**src/rtl/fmi_pkg.sv**
```systemverilog
package fmi_pkg;

    localparam int SUBS = 4;

    // Ranking of a bank configuration; higher value wins.
    typedef enum logic [1:0] {
        TIER_N_MASK = 2'd0,
        TIER_N_LIST = 2'd1,
        TIER_W_MASK = 2'd2,
        TIER_W_LIST = 2'd3
    } tier_e;

    typedef struct packed {
        logic       hit;
        logic [1:0] sub;
        tier_e      tier;
    } bank_res_t;

    // Number of sub-filters a bank provides for a width/mode pair.
    function automatic logic [2:0] sub_count(input logic wide, input logic list);
        logic [2:0] n;
        case ({wide, list})
            2'b10:   n = 3'd1;
            2'b11:   n = 3'd2;
            2'b00:   n = 3'd2;
            default: n = 3'd4;
        endcase
        return n;
    endfunction

    function automatic tier_e tier_of(input logic wide, input logic list);
        return tier_e'({wide, list});
    endfunction

endpackage

```
**src/rtl/fmi_bank_eval.sv**
```systemverilog
module fmi_bank_eval
    import fmi_pkg::*;
(
    input  logic [SUBS-1:0] match_i,
    input  logic            wide_i,
    input  logic            list_i,
    input  logic            active_i,
    output bank_res_t       res_o
);

    logic [2:0]      n_subs;
    logic [SUBS-1:0] lanes;
    logic [SUBS-1:0] live;

    always_comb begin
        n_subs = sub_count(wide_i, list_i);
        for (int k = 0; k < SUBS; k++) begin
            lanes[k] = (k < int'(n_subs));
        end
        live = match_i & lanes & {SUBS{active_i}};

        res_o.hit  = |live;
        res_o.tier = tier_of(wide_i, list_i);
        res_o.sub  = '0;
        for (int k = SUBS - 1; k >= 0; k--) begin
            if (live[k]) begin
                res_o.sub = 2'(k);
            end
        end
    end

endmodule

```
**src/rtl/fmi_index_map.sv**
```systemverilog
module fmi_index_map
    import fmi_pkg::*;
#(
    parameter int NUM_BANKS = 28,
    parameter int IDX_W     = 8
) (
    input  logic [NUM_BANKS-1:0] wide_i,
    input  logic [NUM_BANKS-1:0] list_i,
    input  logic [NUM_BANKS-1:0] fifo_i,
    output logic [IDX_W-1:0]     base_o [NUM_BANKS]
);

    logic [IDX_W-1:0] run0;
    logic [IDX_W-1:0] run1;
    logic [IDX_W-1:0] step;

    // Activation is deliberately not an input: every bank consumes numbers.
    always_comb begin
        run0 = '0;
        run1 = '0;
        for (int b = 0; b < NUM_BANKS; b++) begin
            step = IDX_W'(sub_count(wide_i[b], list_i[b]));
            if (fifo_i[b]) begin
                base_o[b] = run1;
                run1      = run1 + step;
            end else begin
                base_o[b] = run0;
                run0      = run0 + step;
            end
        end
    end

endmodule

```
**src/rtl/fmi_winner_sel.sv**
```systemverilog
module fmi_winner_sel
    import fmi_pkg::*;
#(
    parameter int NUM_BANKS = 28,
    localparam int BANK_W   = (NUM_BANKS > 1) ? $clog2(NUM_BANKS) : 1
) (
    input  bank_res_t         res_i [NUM_BANKS],
    output logic              found_o,
    output logic [BANK_W-1:0] bank_o
);

    logic [1:0] best_tier;

    // Ascending scan; only a strictly better tier displaces the holder,
    // so ties resolve to the lower bank.
    always_comb begin
        found_o   = 1'b0;
        bank_o    = '0;
        best_tier = '0;
        for (int b = 0; b < NUM_BANKS; b++) begin
            if (res_i[b].hit && (!found_o || (2'(res_i[b].tier) > best_tier))) begin
                found_o   = 1'b1;
                bank_o    = BANK_W'(b);
                best_tier = 2'(res_i[b].tier);
            end
        end
    end

endmodule

```
**src/rtl/fmi_resolver.sv**
```systemverilog
module fmi_resolver
    import fmi_pkg::*;
#(
    parameter int NUM_BANKS = 28,
    parameter int IDX_W     = 8
) (
    input  logic                      clk,
    input  logic                      rst_n,
    input  logic                      frame_valid_i,
    input  logic [SUBS*NUM_BANKS-1:0] match_i,
    input  logic [NUM_BANKS-1:0]      wide_i,
    input  logic [NUM_BANKS-1:0]      list_i,
    input  logic [NUM_BANKS-1:0]      fifo_i,
    input  logic [NUM_BANKS-1:0]      active_i,
    output logic                      accept_o,
    output logic                      discard_o,
    output logic                      fifo_sel_o,
    output logic [IDX_W-1:0]          fmi_o
);

    localparam int BANK_W = (NUM_BANKS > 1) ? $clog2(NUM_BANKS) : 1;

    typedef struct packed {
        logic             accept;
        logic             discard;
        logic             fifo;
        logic [IDX_W-1:0] fmi;
    } out_t;

    bank_res_t         bank_res [NUM_BANKS];
    logic [IDX_W-1:0]  bank_base [NUM_BANKS];
    logic              win_found;
    logic [BANK_W-1:0] win_bank;
    out_t              out_d;
    out_t              out_q;

    for (genvar b = 0; b < NUM_BANKS; b++) begin : g_bank
        fmi_bank_eval u_eval (
            .match_i  (match_i[SUBS*b +: SUBS]),
            .wide_i   (wide_i[b]),
            .list_i   (list_i[b]),
            .active_i (active_i[b]),
            .res_o    (bank_res[b])
        );
    end

    fmi_index_map #(
        .NUM_BANKS (NUM_BANKS),
        .IDX_W     (IDX_W)
    ) u_map (
        .wide_i (wide_i),
        .list_i (list_i),
        .fifo_i (fifo_i),
        .base_o (bank_base)
    );

    fmi_winner_sel #(
        .NUM_BANKS (NUM_BANKS)
    ) u_sel (
        .res_i   (bank_res),
        .found_o (win_found),
        .bank_o  (win_bank)
    );

    always_comb begin
        out_d         = out_q;
        out_d.accept  = 1'b0;
        out_d.discard = 1'b0;
        if (frame_valid_i) begin
            if (win_found) begin
                out_d.accept = 1'b1;
                out_d.fifo   = fifo_i[win_bank];
                out_d.fmi    = bank_base[win_bank] + IDX_W'(bank_res[win_bank].sub);
            end else begin
                out_d.discard = 1'b1;
            end
        end
    end

    always_ff @(posedge clk or negedge rst_n) begin
        if (!rst_n) begin
            out_q <= '0;
        end else begin
            out_q <= out_d;
        end
    end

    assign accept_o   = out_q.accept;
    assign discard_o  = out_q.discard;
    assign fifo_sel_o = out_q.fifo;
    assign fmi_o      = out_q.fmi;

endmodule

```
**config.mk**
```make
export PLATFORM = sky130hd
export DESIGN_NAME = fmi_resolver
export DESIGN_NICKNAME = d
export VERILOG_FILES = /design/src/rtl/fmi_pkg.sv /design/src/rtl/fmi_bank_eval.sv /design/src/rtl/fmi_index_map.sv /design/src/rtl/fmi_winner_sel.sv /design/src/rtl/fmi_resolver.sv
export SDC_FILE = /design/constraint.sdc
export NUM_CORES = 1
export LEC_CHECK = 0
export BUFFER_PORTS_ARGS = -buffer_cell sky130_fd_sc_hd__buf_2
export CORE_MARGIN = 4
export CORE_UTILIZATION = 50
export DETAILED_ROUTE_END_ITERATION = 8
export HOLD_SLACK_MARGIN = 0.1
export MAX_ROUTING_LAYER = met4
export PLACE_DENSITY = 0.69
export SLEW_MARGIN = 25
export SYNTH_ARGS = -nofsm -noshare
export SYNTH_HDL_FRONTEND = slang
export SYNTH_SLANG_ARGS = --single-unit
export TNS_END_PERCENT = 30
```
**constraint.sdc**
```tcl
create_clock -name clk -period 1.11 [get_ports clk]
set_clock_uncertainty 0.15 [all_clocks]
set_input_delay 0.333 -clock clk [delete_from_list [all_inputs] [get_ports clk]]
set_output_delay 0.333 -clock clk [all_outputs]
set_load 0.02 [all_outputs]
```
==> results.toml, run 1 <==
[timing]
worst-ep-kind = "register data pin"
grt-worst-endpoint = "fmi_o[6]$_DFFE_PN0P_/D"

[cts]
ctsHtreeMaxLevel = 1
cts_buffers = 3
cts_root_buffer = "clkbuf_16"
cts.sink_count = 11
clockBufferDepth = 2

[grt]
grt-ovfl-total = 31
grt_usage = 0.6212
antenna_found_initial = 17
grt_max_degree = 31

[logic_synthesis]
synthTopCellsByArea = "ha_1 (14%), xnor2_1 (5.9%), nor2_1 (5.5%)"
ys_seq_area_frac = 0.01159
synth_top_area_frac = 0.1438
synth.most_common_cell = "nor2_1"
synth-edff-count = 0
yosysUniqueCellTypes = 117
synth_seq_cells = 11
async_flop_share = 1.000
synth_area_sq_um = 23750
synth_flop_cell = "dfrtp_1"
yosys.area.top_type = "ha_1"
yosys-top-cells-count = "nor2_1 (347), nand2_1 (328), inv_1 (293)"
ys_warn_count = 0
synth.net_count = 3978
syn_area_per_cell_sq_um = 6.934
syn_inst = 3425

[place]
preCtsSetupSlack_ps = -33400
hpwlAfterDp_mm = 91.64
place.gp.congestion = 1.079
port_buffers = 237
dpl_cell_area_sq_um = 36550
placedCellCount = 5544

[floorplan]
io_pins = 238
die_x_microns = 225.9
rows = 79
start_util = 0.5080
die_h_microns = 225.9

[run_status]
tool.error = "[ERROR GRT-0232] Routing congestion too high. Check the congestion heatmap in the GUI."
stop_stage = "5_1_grt"
status = "did not finish"
[through the flow]
stage	hold WS, ps	TNS [ps]
3_3_place_gp	69.10	-296420
4_1_cts	188.1	-295330
3_5_place_dp	77.83	-308800
2_1_floorplan	-112.6	-290610
[cell families after synthesis]
group                      Yosys count  share of synthesized area
AOI/OAI and AO/OA                 1042                     0.2877
xor gates and xnor gates           286                     0.1338
adders and majority gates          336                     0.1928
buffers and inverters              437                    0.06996
DFF                                 11                    0.01159
muxes                              125                    0.05779
and+or+nand+nor                   1188                     0.2464
[layer usage]
metal | global-route usage | overflow
met5 | - | -
met4 | 0.4179 | 11
met3 | 0.3997 | 2
met2 | 0.8245 | 13
met1 | 0.6721 | 5
[repair_timing]
action | CTS
buffers inserted | 157
endpoints found under the hold margin | 11
gates cloned | 3
setup endpoints to repair | 22
hold buffers | 1
pin swaps | 137
gates resized for setup | 155
==> inputs of run 2 (changes only) <==
--- a/config.mk
+++ b/config.mk
@@ -7,11 +7,9 @@
 export LEC_CHECK = 0
 export BUFFER_PORTS_ARGS = -buffer_cell sky130_fd_sc_hd__buf_2
 export CORE_MARGIN = 4
-export CORE_UTILIZATION = 50
+export CORE_UTILIZATION = 35
 export DETAILED_ROUTE_END_ITERATION = 8
-export HOLD_SLACK_MARGIN = 0.1
-export MAX_ROUTING_LAYER = met4
-export PLACE_DENSITY = 0.69
+export PLACE_DENSITY_LB_ADDON = 0.15
 export SLEW_MARGIN = 25
 export SYNTH_ARGS = -nofsm -noshare
 export SYNTH_HDL_FRONTEND = slang
==> run 2 against run 1 <==
The flow now finishes, with violations (negative setup slack). Synthesized cell count is the same. Area after synthesis unchanged.
==> results.toml, run 2 <==
[critical_path]
crit_buf_inv = 13
max_stage_delay_ps = 420
timing_worst_setup_path_type = "in -> reg"
cp.required_ps = 1090
crit_path_start_kind = "input pin"
rrSetupSlack_ps = 260
cp_data_arrival_time_ps = 33490
crit_slowest_cell = "a211o_4"
cp_max_fo = 8
cp_top_family = "compound AO/OA/AOI/OAI gates"
setup.worst_path.end_class = "flip-flop"
cpMostUsedCell = "ha_4"

[floorplan]
die_area_sq_um = 72090
die_x_microns = 268.5
rows = 95
die_h_microns = 268.5
io_pins = 238
core_area_sq_um = 67160
start_util = 0.3536

[detailed_routing]
drc_errors = 0
first_pass_iters = 7
routed-via-count = 31240
wire_per_inst_microns = 18.62
vias_per_cell = 5.290
wl_mm = 109.9
postRouteAntennaNets = 0
drtIter0Drc = 2079

[place]
place.gp.congestion = 0.9701
hpwlAfterDp_mm = 94.89
port_buffers = 237

[logic_synthesis]
synthTopCellsByArea = "ha_1 (14%), xnor2_1 (5.9%), nor2_1 (5.5%)"
synth_top_area_frac = 0.1438
synth_compound_area_frac = 0.2877
syn_area_per_cell_sq_um = 6.934
synth.net_count = 3978
synth-simple-area-share = 0.2464
ys_warn_count = 0
yosys.area.top_type = "ha_1"
async_flop_share = 1.000
yosysUniqueCellTypes = 117
synth-xor-area-share = 0.1338
ys_seq_area_frac = 0.01159
yosys-top-cells-count = "nor2_1 (347), nand2_1 (328), inv_1 (293)"
synth_top_family_by_area = "compound AO/OA/AOI/OAI gates"
synth.most_common_cell = "nor2_1"
synth-edff-count = 0
synth_flop_cell = "dfrtp_1"
synthAdderAreaFrac = 0.1928
syn_inst = 3425
synth_area_sq_um = 23750
synthMuxAreaShare = 0.05779
synth_seq_cells = 11

[finish]
fin_nets = 5585
fillers = 6410
final_common_cell = "buf_4"
area_growth_pct = 62.75
largest_reg_flops = 8
final_cell_mix = "buf_4 (1468), nand2_1 (322), nor2_1 (316)"
drive_above_1_share = 0.4200

[cts]
cts_buffers = 3
clockBufferDepth = 2
ctsHtreeMaxLevel = 1
cts_root_buffer = "clkbuf_16"
cts.clk_slew.worst_paths_ps = 40
cts.sink_count = 11
cts_tree = "yes"
clk_latency_ps = 240

[timing]
hold_viol_final = 0
setup_slack_ps = -32400
fmax_mhz = 29.84
grt_setup_unrepaired = "yes"
slew_headroom = 0.5292
tightest_slew_ps = 697.1
min_period_ps = 33510
setup_viol = 22
timing.final.crit_share = 30.19
whs_ps = 194.8
final_max_slew_viol_count = 0

[run_status]
status = "complete, but fails checks"
violations = "negative setup slack"

[grt]
antenna_found_initial = 0
grt_pass1_vias = 30040
grt-ovfl-total = 0
grt_max_degree = 28
grt_usage = 0.2853
grt_pass1_wl_mm = 164.6

[min_path]
timing.hold.worst.class = "in -> reg"

[flow_run]
cap_viol_max_count = 0
-- run 2: cell counts after synthesis --
No cell type changed its count.
-- run 2: cells by family (layout without fill, tap and decap cells) --
logic type,count (synthesis),in the layout
buffers and inverters,437,2042
AND/OR/NAND/NOR,1188,1188
XOR/XNOR,286,286
flip-flops,11,11
multiplexers,125,125
other,0,1
adder cells (fa/ha/maj),336,336
AO/OA/AOI/OAI,1042,1043
-- run 2: through the flow --
step / instance area [sq um] / setup TNS, ps / setup slack, ps / instances / utilization
after floorplan: 24490 / -290610 / -31860 / 3425 / -
final: 38650 / -300600 / -32400 / 5905 / 0.5756
after detailed placement: 37120 / -305410 / -33070 / 5842 / 0.5528
after global routing: 38650 / -312490 / -33650 / 5904 / 0.5755
after CTS: 37560 / -299560 / -32320 / 5865 / 0.5593
after global placement: 37120 / -296540 / -32080 / 5842 / 0.5528
-- run 2: path summary, 6_finish.rpt --
check,startpoint,cells after the start,end
min reg2reg,fmi_o[0],2,fmi_o[0]
min in group asynchronous,rst_n,2,discard_o
max,wide_i[0],188,fmi_o[7]
max reg2reg,fmi_o[7],2,fmi_o[7]
min,frame_valid_i,2,discard_o
max in group asynchronous,rst_n,2,fmi_o[4]
-- run 2: per-layer routing --
layer  global-route usage  vias up  part of all wire
li1                     -    15570                 -
met1               0.3971    14610              0.46
met4              0.07714        0             0.034
met3              0.02372      140             0.056
met5                    0        -                 0
met2               0.4764      916              0.45
-- run 2: layout make-up --
| type | instances | area [sq um] | share of cell area |
|---|---|---|---|
| multi-input cells | 2978 | 23230 | 0.6009 |
| well taps | 873 | 1092 | 0.02826 |
| diodes | 1 | 2.502 | 0.00006474 |
| clock buffers | 3 | 75.07 | 0.001942 |
| flip-flops and latches | 11 | 280.3 | 0.007251 |
| clock inverters | 1 | 5.005 | 0.0001295 |
| inverters | 300 | 1139 | 0.02946 |
| repair buffers | 1738 | 12830 | 0.3320 |
-- run 2: worst reg2reg max path: stages, from the launching register on --
cell	delay (ps)
dfrtp_1	440
nand2_1	90
o21ai_1	60
-- run 2: what timing repair did --
item,4_1_cts,5_1_grt
hold endpoints to repair,11,0
buffers inserted,18,36
cloned,0,4
setup endpoints to repair,22,22
pin swaps,35,133
hold buffers,1,0
resized for setup,46,164
Power of run 2 is left out: the tool's default activity adds up to more than one toggle a clock period on the data nets, which glitch-free logic cannot reach.
==> inputs of run 3 (changes only) <==
==> constraint.sdc (replaced) <==
create_clock -name clk -period 37.2 [get_ports clk]
set_clock_uncertainty 0.15 [all_clocks]
set_input_delay 11.16 -clock clk [delete_from_list [all_inputs] [get_ports clk]]
set_output_delay 11.16 -clock clk [all_outputs]
set_load 0.05 [all_outputs]
==> run 3 against run 2 <==
The run still ends with negative setup slack left. Sequential cell count did not move. Final cell count is 19% lower. First-iteration DRC count fell by 5.4%. Count of clock-buffer cells in the layout increased by 1. Critical path depth unchanged. Wire length fell by 11%. Core utilization shrank 13 points. Critical path type unchanged.
==> results.toml, run 3 (synthesis results as in run 2) <==
[grt]
grt_use_met2 = 0.4189
grt_busiest_layer = "met2"
grt_max_degree = 39
grt_pass1_vias = 25110
antenna_found_initial = 1
use_met1 = 0.3710
grt-ovfl-total = 0
grt_usage = 0.2538
grt_pass1_wl_mm = 146.2
use_met3 = 0.01560

[critical_path]
cp_data_arrival_time_ps = 44280
cp_max_fo = 7
max_stage_delay_ps = 420
crit_slowest_cell = "fa_2"
crit_path_end = "fmi_o[6]"
cp.required_ps = 37150
timing_worst_setup_path_type = "in -> reg"
cp_top_family = "compound AO/OA/AOI/OAI gates"
cp_num_cells = 188
crit_buf_inv = 12
cp-startpoint = "wide_i[0]"
setup.worst_path.end_class = "flip-flop"
cpMostUsedCell = "ha_4"
rr_worst_depth = 2
reg2reg_from = "fmi_o[4]"
crit_path_start_kind = "input pin"
r2r-end = "fmi_o[4]"
rrSetupSlack_ps = 36300

[timing]
fmax_mhz = 22.56
final_max_slew_viol_count = 0
tightest_slew_ps = 1064
setup_viol = 9
grt_setup_unrepaired = "yes"
setup_slack_ps = -7135
min_period_ps = 44340
timing.final.crit_share = 1.192
slew_headroom = 0.2866
hold_viol_final = 0

[min_path]
worstHoldStart = "fifo_sel_o"
timing.hold.worst.class = "reg -> reg"

[floorplan]
die_x_microns = 268.5
core_area_sq_um = 67160
rows = 95
start_util = 0.3536
io_pins = 238
die_h_microns = 268.5
die_area_sq_um = 72090

[finish]
fin_nets = 4459
largest_reg_flops = 8
regArea_sq_um = 275.3
final_common_cell = "buf_4"
fin_cells = 4778
fillers = 7017
diodes = 0
area_growth_pct = 26.41
drive_above_1_share = 0.2494
multi_input_area_sq_um = 23200
final_cell_mix = "buf_4 (354), nand2_1 (323), nor2_1 (320)"

[detailed_routing]
first_pass_iters = 6
wl_mm = 97.94
wire_per_inst_microns = 20.50
postRouteAntennaNets = 0
routed-via-count = 26760
drtIter0Drc = 1967
drc_errors = 0
vias_per_cell = 5.601

[cts]
ctsHtreeMaxLevel = 1
cts.clk_slew.worst_paths_ps = 40
cts.sink_count = 11
clockBufferDepth = 2
hold_buffers = 0
clk_latency_ps = 240
cts_buffers = 3
cts_root_buffer = "clkbuf_16"
cts_tree = "yes"

[place]
hpwlAfterDp_mm = 82.68
place.gp.congestion = 0.9566
placedCellCount = 4713
port_buffers = 237

[run_status]
status = "complete, but fails checks"
violations = "negative setup slack"

[flow_run]
cap_viol_max_count = 0
[run 3: final cells by class]
type                            instances  share of cell area
Multi-Input combinational cell       2977              0.7728
Timing Repair Buffer                  613              0.1413
Inverter                              300             0.03776
Tap cell                              873             0.03638
Sequential cell                        11            0.009168
Clock buffer                            4            0.002625
[run 3: worst min path at each step]
stage / to / slack, ps / depth (start not counted)
6_report: fifo_sel_o / 350 / 2
5_1_grt: fifo_sel_o / 390 / 2
4_1_cts: fmi_o[5] / 360 / 2
3_5_place_dp: fmi_o[5] / 350 / 2
3_3_place_gp: fifo_sel_o / 310 / 2
2_1_floorplan: fmi_o[0] / 590 / 2
[run 3: worst register-to-register path, stage by stage, from the launching register on]
cell and delay [ps]:
dfrtp_1 430, nand2_1 90, o21ai_0 90
[run 3: per-layer routing]
| metal | vias up | share of wire | wire [microns] |
|---|---|---|---|
| met2 | 845 | 0.45 | 44150 |
| met5 | - | 0 | 0 |
| li1 | 13290 | - | - |
| met3 | 75 | 0.056 | 5494 |
| met1 | 12550 | 0.47 | 46210 |
| met4 | 0 | 0.021 | 2080 |
[run 3: stage by stage]
stage	util	worst slack, ps	hold WS, ps	TNS (ps)	cell area (sq um)
detailed placement	0.4246	-7828	351.2	-67770	28520
floorplan	-	-6644	594.4	-56030	24430
global route	0.4471	-8510	393.3	-74340	30020
CTS	0.4326	-6982	360.4	-60290	29060
global placement	0.4246	-7139	306.3	-61540	28520
finish	0.4471	-7135	354.8	-62110	30020
[run 3: repair_timing]
item,in CTS,in global routing
pin swaps,42,141
resized for setup,45,140
buffers inserted,25,34
endpoints found under the setup margin,9,9
cloned,1,1
Power of run 3 is left out for the same reason.
